===== src/rtl/ocpin_pkg.sv =====
package ocpin_pkg;
    localparam int MODE_W = 2;
    localparam int ACT_W  = 2;

    typedef enum logic [MODE_W-1:0] {
        WG_DIRECT = 2'b00,
        WG_FAST   = 2'b01,
        WG_DUAL   = 2'b10,
        WG_ALT    = 2'b11
    } wave_e;

    typedef enum logic [1:0] {
        ACT_KEEP   = 2'b00,
        ACT_TOGGLE = 2'b01,
        ACT_CLEAR  = 2'b10,
        ACT_SET    = 2'b11
    } act_e;

    typedef struct packed {
        logic level;
    } oc_reg_t;
endpackage


===== src/rtl/ocpin_action.sv =====
module ocpin_action
    import ocpin_pkg::*;
(
    input  wave_e            mode,
    input  logic [ACT_W-1:0] cmp_act,
    input  logic             match,
    input  logic             force_cmp,
    input  logic             at_bottom,
    input  logic             count_down,
    output act_e             act
);
    always_comb begin
        act = ACT_KEEP;
        unique case (mode)
            WG_FAST: begin
                if (cmp_act[1]) begin
                    if (match)
                        act = cmp_act[0] ? ACT_SET : ACT_CLEAR;
                    else if (at_bottom)
                        act = cmp_act[0] ? ACT_CLEAR : ACT_SET;
                end
            end
            WG_DUAL: begin
                if (cmp_act[1] && match)
                    act = (cmp_act[0] ^ count_down) ? ACT_SET : ACT_CLEAR;
            end
            default: begin
                if (match || force_cmp) begin
                    unique case (cmp_act)
                        2'b01:   act = ACT_TOGGLE;
                        2'b10:   act = ACT_CLEAR;
                        2'b11:   act = ACT_SET;
                        default: act = ACT_KEEP;
                    endcase
                end
            end
        endcase
    end
endmodule


===== src/rtl/ocpin_state.sv =====
module ocpin_state
    import ocpin_pkg::*;
(
    input  logic clk,
    input  logic rst_n,
    input  act_e act,
    output logic level
);
    oc_reg_t reg_d, reg_q;

    always_comb begin
        reg_d = reg_q;
        unique case (act)
            ACT_TOGGLE: reg_d.level = ~reg_q.level;
            ACT_CLEAR:  reg_d.level = 1'b0;
            ACT_SET:    reg_d.level = 1'b1;
            default:    reg_d = reg_q;
        endcase
    end

    always_ff @(posedge clk or negedge rst_n) begin
        if (!rst_n) reg_q <= '0;
        else        reg_q <= reg_d;
    end

    assign level = reg_q.level;


    a_r1_reset_low: assert property (@(posedge clk) !rst_n |-> !reg_q.level);
    a_r2_keep_hold: assert property (@(posedge clk) disable iff (!rst_n)
        (act == ACT_KEEP) |=> (reg_q.level == $past(reg_q.level)));
endmodule


===== src/rtl/ocpin_mux.sv =====
module ocpin_mux
    import ocpin_pkg::*;
(
    input  logic [ACT_W-1:0] cmp_act,
    input  logic             level,
    input  logic             port_out,
    input  logic             port_dir,
    output logic             pin_out,
    output logic             pin_oe
);
    logic takeover;

    always_comb begin
        takeover = |cmp_act;
        pin_out  = takeover ? level : port_out;
        pin_oe   = port_dir;
    end
endmodule


===== src/rtl/ocpin_unit.sv =====
module ocpin_unit
    import ocpin_pkg::*;
(
    input  logic       clk,
    input  logic       rst_n,
    input  logic [1:0] wave_mode,
    input  logic [1:0] cmp_act,
    input  logic       match,
    input  logic       force_cmp,
    input  logic       at_bottom,
    input  logic       count_down,
    input  logic       port_out,
    input  logic       port_dir,
    output logic       cmp_level,
    output logic       pin_out,
    output logic       pin_oe
);
    wave_e mode_e;
    act_e  act;

    assign mode_e = wave_e'(wave_mode);

    ocpin_action u_action (
        .mode       (mode_e),
        .cmp_act    (cmp_act),
        .match      (match),
        .force_cmp  (force_cmp),
        .at_bottom  (at_bottom),
        .count_down (count_down),
        .act        (act)
    );

    ocpin_state u_state (
        .clk   (clk),
        .rst_n (rst_n),
        .act   (act),
        .level (cmp_level)
    );

    ocpin_mux u_mux (
        .cmp_act  (cmp_act),
        .level    (cmp_level),
        .port_out (port_out),
        .port_dir (port_dir),
        .pin_out  (pin_out),
        .pin_oe   (pin_oe)
    );

    a_r2_idle_field: assert property (@(posedge clk) disable iff (!rst_n)
        (cmp_act == 2'b00) |=> (cmp_level == $past(cmp_level)));
    a_r3_toggle: assert property (@(posedge clk) disable iff (!rst_n)
        ((wave_mode == 2'b00 || wave_mode == 2'b11) && cmp_act == 2'b01 && match)
        |=> (cmp_level != $past(cmp_level)));
    a_r4_force_set: assert property (@(posedge clk) disable iff (!rst_n)
        ((wave_mode == 2'b00 || wave_mode == 2'b11) && cmp_act == 2'b11 && force_cmp)
        |=> cmp_level);
    a_r5_bottom_set: assert property (@(posedge clk) disable iff (!rst_n)
        (wave_mode == 2'b01 && cmp_act == 2'b10 && at_bottom && !match) |=> cmp_level);
    a_r6_down_set: assert property (@(posedge clk) disable iff (!rst_n)
        (wave_mode == 2'b10 && cmp_act == 2'b10 && match && count_down) |=> cmp_level);
    a_r7_force_ignored: assert property (@(posedge clk) disable iff (!rst_n)
        ((wave_mode == 2'b01 || wave_mode == 2'b10) && !match && !at_bottom)
        |=> (cmp_level == $past(cmp_level)));
    a_r8_port_source: assert property (@(posedge clk) disable iff (!rst_n)
        (cmp_act == 2'b00) |-> (pin_out == port_out));
    a_r9_dir_only: assert property (@(posedge clk) disable iff (!rst_n)
        pin_oe == port_dir);
endmodule


===== config.mk =====
export PLATFORM = sky130hd
export DESIGN_NAME = ocpin_unit
export DESIGN_NICKNAME = d
export VERILOG_FILES = /design/src/rtl/ocpin_pkg.sv /design/src/rtl/ocpin_action.sv /design/src/rtl/ocpin_state.sv /design/src/rtl/ocpin_mux.sv /design/src/rtl/ocpin_unit.sv
export SDC_FILE = /design/constraint.sdc
export NUM_CORES = 1
export LEC_CHECK = 0
export CAP_MARGIN = 20
export CORE_AREA = 2 2 39 41
export CTS_BUF_LIST = sky130_fd_sc_hd__clkbuf_8
export DETAILED_ROUTE_END_ITERATION = 8
export DIE_AREA = 0 0 41 43
export SLEW_MARGIN = 15
export SYNTH_ARGS = -nofsm -noshare
export SYNTH_HDL_FRONTEND = slang
export SYNTH_SLANG_ARGS = --single-unit

===== constraint.sdc =====
create_clock -name clk -period 1.7 [get_ports clk]
set_input_delay 0.51 -clock clk [delete_from_list [all_inputs] [get_ports clk]]
set_output_delay 0.51 -clock clk [all_outputs]
set_load 0.005 [all_outputs]

==> results of run 1 <==
[final cells by class]
class,count,area [um^2],area share
inverters,3,11.3,0.0314
multi-input cells,16,173,0.481
flip-flops and latches,1,25.0,0.0697
well taps,16,20.0,0.0557
repair buffers,16,130,0.362
[power breakdown]
group,switching [mW],internal (mW),leakage [nW]
Combinational,0.0499,0.101,0.140
Sequential,0.0104,0.0366,0.0119
Clock,0,0,0
Total,0.0603,0.138,0.152
[logic make-up after synthesis]
kind of cell    synth area share
compound gates             0.331
xor+xnor                   0.101
fa+ha+maj                  0.144
buf+inv                    0.108
flops                      0.144
mux                       0.0647
simple gates               0.108
[placed cells by master, fill, tap and decap left out]
| master | Yosys | layout |
|---|---|---|
| ha_4 | 0 | 1 |
| a21oi_2 | 0 | 1 |
| ha_2 | 0 | 1 |
| clkbuf_2 | 0 | 1 |
| buf_2 | 0 | 2 |
| a22oi_1 | 1 | 1 |
| a41oi_1 | 1 | 1 |
| and2_2 | 1 | 1 |
| clkdlybuf4s50_1 | 0 | 3 |
| buf_6 | 0 | 1 |
| o311ai_2 | 0 | 1 |
| o21ai_0 | 1 | 1 |
| dfrtp_1 | 1 | 1 |
| inv_2 | 0 | 1 |
| buf_4 | 1 | 4 |
| o21a_1 | 1 | 1 |
| mux2_4 | 0 | 1 |
| xnor2_1 | 1 | 1 |
| dlygate4sd2_1 | 0 | 5 |
| xor2_1 | 1 | 1 |
| inv_1 | 3 | 2 |
| nor2_4 | 0 | 1 |
| nor3b_2 | 0 | 1 |
| o211ai_1 | 2 | 2 |
[repair_timing]
action	4_1_cts	5_1_grt
endpoints found under the setup margin	2	2
resized for setup	27	3
pin swaps	6	0
[per-stage QoR]
step	area, um^2	setup slack (ns)	hold slack (ns)	TNS, ns
6_report	359	0.0385	0.579	0
5_1_grt	359	0.00194	0.603	0
4_1_cts	357	0.0185	0.591	0
3_5_place_dp	337	-0.670	0.607	-0.962
3_3_place_gp	337	-0.633	0.595	-0.885
2_1_floorplan	174	0.250	0.214	0
[worst max-delay path by stage]
stage	end	depth (start not counted)
after floorplan	pin_out	2
after global placement	pin_out	4
after detailed placement	pin_out	4
after CTS	pin_out	4
after global routing	u_state.level$_DFFE_PN0P_	7
final	pin_out	4
[cell usage after synthesis]
master and number:
o311ai_1 1, mux2_2 1, a21oi_1 1, nor2_1 1
o21ai_0 1, a22oi_1 1, dfrtp_1 1, xnor2_1 1
o211ai_1 2, o21a_1 1, xor2_1 1, and2_2 1
a41oi_1 1, inv_1 3, nor3b_1 1, ha_1 2
buf_4 1
[metal layers]
metal | track usage | vias up | share of wire
li1 | - | 108 | -
met1 | 0.0605 | 95 | 0.37
met2 | 0.119 | 10 | 0.54
met3 | 0 | 0 | 0.078
met4 | 0 | 0 | 0
met5 | 0 | - | 0
[worst min-delay path: stages, from the launching register on]
cell	delay [ns]
dfrtp_1	0.38
o311ai_2	0.08
xnor2_1	0.07
==> out/results.ini, run 1 <==
[outcome]
status = completed

[setup_path]
critical_path_buf_inv_count = 2
critPathTopFamily = multiplexers
rr_worst_depth = 2
ff2ff_setup_slack_ns = 0.95
crit_start = cmp_act[1]
worstPathArrival_ns = 1.15
end_kind = output port
worstPathCellList = buf_2, nor2_4, mux2_4, buf_6
rr_startpoint = u_state.level$_DFFE_PN0P_
r2r_end = u_state.level$_DFFE_PN0P_
critPathLaunchType = input port
crit_type = input port to output port
max_stage_delay_ns = 0.30
critPathSlowestCell = mux2_4
cp.required_ns = 1.19
cp_max_fo = 2

[cells_and_area]
postLayoutCoreUtil = 0.259
largest_reg_flops = 1
nets = 52
final_cell_count_no_fill = 52
fillCellCount = 158
area_delta_synth_final_pct = 106
drive_gt1_frac = 0.472
diodes = 0

[sta]
clock_skew_ns = 0
fmax_mhz = 602
rsz0062_at_grt = no
period_needed_ns = 1.66
fin_crit_sh = 0.977
tightestPinTransition_ns = 0.249
slew_violations = 0
maxSlewHeadroom = 0.834
setup_violations = 0
hold_viol_final = 0

[min_path]
hold_start = u_state.level$_DFFE_PN0P_
hold_depth = 2
hold_end = u_state.level$_DFFE_PN0P_
min_path_type = flop to flop

[floorplanning]
dieArea_um2 = 1760
core.rowCount = 14
ios = 15
die_y_um = 43
fp.dieW_um = 41
core_area_um2 = 1380
start_util = 0.126

[global_routing]
grt_pass1_vias = 193
overflow = 0
grt_usage = 0.0571
grt_pass1_wl_um = 717
antenna_found_initial = 0
grt_max_degree = 6

[synthesis]
yosys.area.top_type = dfrtp_1
synth_top_area_frac = 0.144
syn_nets = 35
synth-warning-count = 0
syn-cell-area_um2 = 174
synthDistinctLibCells = 17
ys_seq_area_frac = 0.144
synthTopCellsByArea = dfrtp_1 (14%), ha_1 (14%), o211ai_1 (8.6%), inv_1 (6.5%), mux2_2 (6.5%)
avgSynthCellArea_um2 = 8.28
syn_inst = 21
yosys_register_bits = 1

[drt]
drt_iter0_drc = 1
ant_nets = 0
finalWirelength_um = 538
vias_per_cell = 4.10
route.detailed.drc = 0
vias = 213
wire_per_inst_um = 10.3
first_pass_iters = 2

[placement]
dpl.hpwl_um = 468
routabilityCongestion = 0.653
dp_cells = 52
portBuffers = 12

[power_and_ir_drop]
total_power_mw = 0.198
leakagePower_nw = 0.152
p_per_area_nw_per_um2 = 551
vdd_drop_max_v = 0.000117

[run]
drv_cap = 0

[clock_network]
hold_buffers = 0
clkLatencyLatePin_ns = 0
cts_setup_buffers = 0
path_clk_slew_ns = 0

Note: power is estimated with default switching activity, not from simulation.
==> run 2, diff against run 1 <==
--- a/config.mk
+++ b/config.mk
@@ -13,4 +13,5 @@
 export SLEW_MARGIN = 15
 export SYNTH_ARGS = -nofsm -noshare
 export SYNTH_HDL_FRONTEND = slang
+export SYNTH_HIERARCHICAL = 1
 export SYNTH_SLANG_ARGS = --single-unit
==> run 2 against run 1 <==
Final cell count increased by 9.6%; register-to-register slack about the same; routed wire length decreased by 16%; cell area increased by 15%; critical path depth increased by 3; combinational power increased by 32%; global-route usage decreased by 0.61 points; die area unchanged.
==> out/results.ini, run 2 <==
[outcome]
status = completed  ; unchanged

[setup_path]
ff2ff_setup_slack_ns = 0.95  ; about the same
cp_max_fo = 5  ; was 2
crit_type = input port to flop  ; was input port to output port
rr_worst_depth = 3  ; was 2
worstPathArrival_ns = 1.59  ; was 1.15 ns
r2r_end = u_state/level$_DFFE_PN0P_  ; was u_state.level$_DFFE_PN0P_
rr_startpoint = u_state/level$_DFFE_PN0P_  ; was u_state.level$_DFFE_PN0P_
critPathLaunchType = input port  ; unchanged
cp.required_ns = 1.62  ; was 1.19 ns
end_kind = flop  ; was output port

[drt]
drt_iter0_drc = 0  ; was 1
vias_per_cell = 3.93  ; was 4.10
wire_per_inst_um = 7.91  ; was 10.3 um
vias = 224  ; was 213
first_pass_iters = 1  ; was 2
finalWirelength_um = 451  ; was 538 um
ant_nets = 0  ; unchanged
route.detailed.drc = 0  ; unchanged

[global_routing]
grt_pass1_wl_um = 669  ; was 717 um
grt_usage = 0.0510  ; was 0.0571
grt_max_degree = 6  ; unchanged
overflow = 0  ; unchanged
grt_pass1_vias = 182  ; was 193
antenna_found_initial = 0  ; unchanged

[placement]
dp_cells = 57  ; was 52
dpl.hpwl_um = 400  ; was 468 um
routabilityCongestion = 0.651  ; was 0.653
place_area_um2 = 400  ; was 337 um^2
portBuffers = 12  ; unchanged

[power_and_ir_drop]
power_frac_comb = 0.826  ; was 0.762
p_clk_frac = 0  ; about the same
leakagePower_nw = 0.185  ; was 0.152 nW
switchingPower_mw = 0.0707  ; was 0.0603 mW
intPower_mw = 0.172  ; was 0.138 mW
vdd_drop_max_v = 0.000207  ; was 0.000117 V
swShare = 0.291  ; was 0.305
p_per_area_nw_per_um2 = 589  ; was 551 nW/um^2
seqPwrFrac = 0.174  ; was 0.238

[floorplanning]
core.rowCount = 14  ; unchanged
dieArea_um2 = 1760  ; unchanged
core_area_um2 = 1380  ; unchanged
fp.dieW_um = 41  ; unchanged
ios = 15  ; unchanged
die_y_um = 43  ; unchanged
start_util = 0.152  ; was 0.126

[run]
drv_cap = 0  ; unchanged

[cells_and_area]
nets = 57  ; was 52
mostFrequentLayoutCell = buf_4  ; was dlygate4sd2_1
postLayoutCoreUtil = 0.297  ; was 0.259
drive_gt1_frac = 0.512  ; was 0.472
largest_reg_flops = 1  ; unchanged
final_cell_mix = buf_4 (5), buf_6 (4), clkdlybuf4s50_1 (4), dlygate4sd2_1 (3)  ; was dlygate4sd2_1 (5), buf_4 (4), clkdlybuf4s50_1 (3)
diodes = 0  ; unchanged
stdcell_area_um2 = 412  ; was 359 um^2
final_cell_count_no_fill = 57  ; was 52
area_delta_synth_final_pct = 95.8  ; was 106%

[synthesis]
syn_nets = 38  ; was 35
synth_top_area_frac = 0.131  ; was 0.144
yosys.area.top_type = nand2b_4  ; was dfrtp_1
yosys_register_bits = 1  ; unchanged
avgSynthCellArea_um2 = 8.76  ; was 8.28 um^2
ys_async_sr_fraction = 1.00  ; unchanged
synth_edf_count = 0  ; unchanged
synthDistinctLibCells = 18  ; was 17
syn_inst = 24  ; was 21
synth-warning-count = 6  ; was 0
ys_seq_area_frac = 0.119  ; was 0.144
syn-cell-area_um2 = 210  ; was 174 um^2
synth_flop_cell = dfrtp_1  ; unchanged
ys_top_cells_by_count = nor2_1 (4), ha_1 (2), inv_1 (2), nand2b_4 (2)  ; was inv_1 (3), ha_1 (2), o211ai_1 (2)
synth_most_common_cell = nor2_1  ; was inv_1
synthTopCellsByArea = nand2b_4 (13%), dfrtp_1 (12%), ha_1 (12%), xnor2_2 (7.7%), nor2_1 (7.1%)  ; was dfrtp_1 (14%), ha_1 (14%), o211ai_1 (8.6%), inv_1 (6.5%), mux2_2 (6.5%)

[clock_network]
clkLatencyLatePin_ns = 0  ; about the same
path_clk_slew_ns = 0  ; about the same
hold_buffers = 0  ; unchanged

[sta]
fin_crit_sh = 0.983  ; was 0.977
hold_viol_final = 0  ; unchanged
period_needed_ns = 1.67  ; was 1.66 ns
rsz0062_at_grt = yes  ; was no
clock_skew_ns = 0  ; unchanged
tightestPinTransition_ns = 0.195  ; was 0.249 ns
slew_violations = 0  ; unchanged
holdWs_ns = 0.660  ; was 0.579 ns
setup_violations = 0  ; unchanged
fmax_mhz = 599  ; was 602 MHz
maxSlewHeadroom = 0.870  ; was 0.834

[min_path]
min_path_type = input port to async pin  ; was flop to flop

==> run 2: power by group through the flow <==
| stage | logic (mW) | clock network (mW) | registers (mW) |
|---|---|---|---|
| final | 0.200 | 0 | 0.0421 |
| after global routing | 0.216 | 0 | 0.0446 |
| after CTS | 0.197 | 0 | 0.0428 |
| after detailed placement | 0.188 | 0 | 0.0417 |
| after global placement | 0.187 | 0 | 0.0412 |
| after floorplan | 0.0740 | 0 | 0.0506 |
==> run 2: stage by stage <==
stage	power [mW]	TNS, ns	setup slack [ns]
detailed placement	0.230	-1.13	-0.630
floorplan	0.125	0	0.0545
CTS	0.239	0	0.00421
global placement	0.228	-1.11	-0.609
global route	0.260	-0.0175	-0.0175
finish	0.243	0	0.0292
==> run 2: final cells by class <==
type	count	area, um^2
repair buffers	18	159
fillers	155	972
multi-input cells	20	200
flip-flops and latches	1	25.0
inverters	2	7.51
well taps	16	20.0
==> run 2: worst max-delay path by stage <==
stage                       from                         to
floorplan           wave_mode[0]  u_state/level$_DFFE_PN0P_
finish              wave_mode[0]  u_state/level$_DFFE_PN0P_
global placement      cmp_act[1]                    pin_out
global route           force_cmp  u_state/level$_DFFE_PN0P_
CTS                 wave_mode[0]  u_state/level$_DFFE_PN0P_
detailed placement    cmp_act[0]                    pin_out
==> run 2: cell families after synthesis <==
group	after synthesis	share of synthesized area
adder cells (fa/ha/maj)	2	0.119
buffers and inverters	3	0.0715
AO/OA/AOI/OAI	5	0.190
AND/OR/NAND/NOR	10	0.327
multiplexers	1	0.0536
flip-flops	1	0.119
XOR/XNOR	2	0.119
==> run 2: routing by layer <==
layer	GRT usage	up-vias	part of all wire
met5	0	-	0
met4	0	0	0
met3	0.00524	0	0.16
met2	0.0969	10	0.44
met1	0.0603	96	0.39
li1	-	118	-
==> run 2: critical path, stage by stage <==
cell and delay (ns):
buf_6 0.09, inv_2 0.05, ha_4 0.21, nand2b_4 0.13, o32a_1 0.30, a22oi_2 0.16
xnor2_2 0.13
==> run 2: repair_timing <==
| item | 4_1_cts | 5_1_grt |
|---|---|---|
| gates resized for setup | 29 | 5 |
| setup endpoints to repair | 2 | 2 |
| buffers inserted | 0 | 0 |
| pin swaps | 7 | 1 |
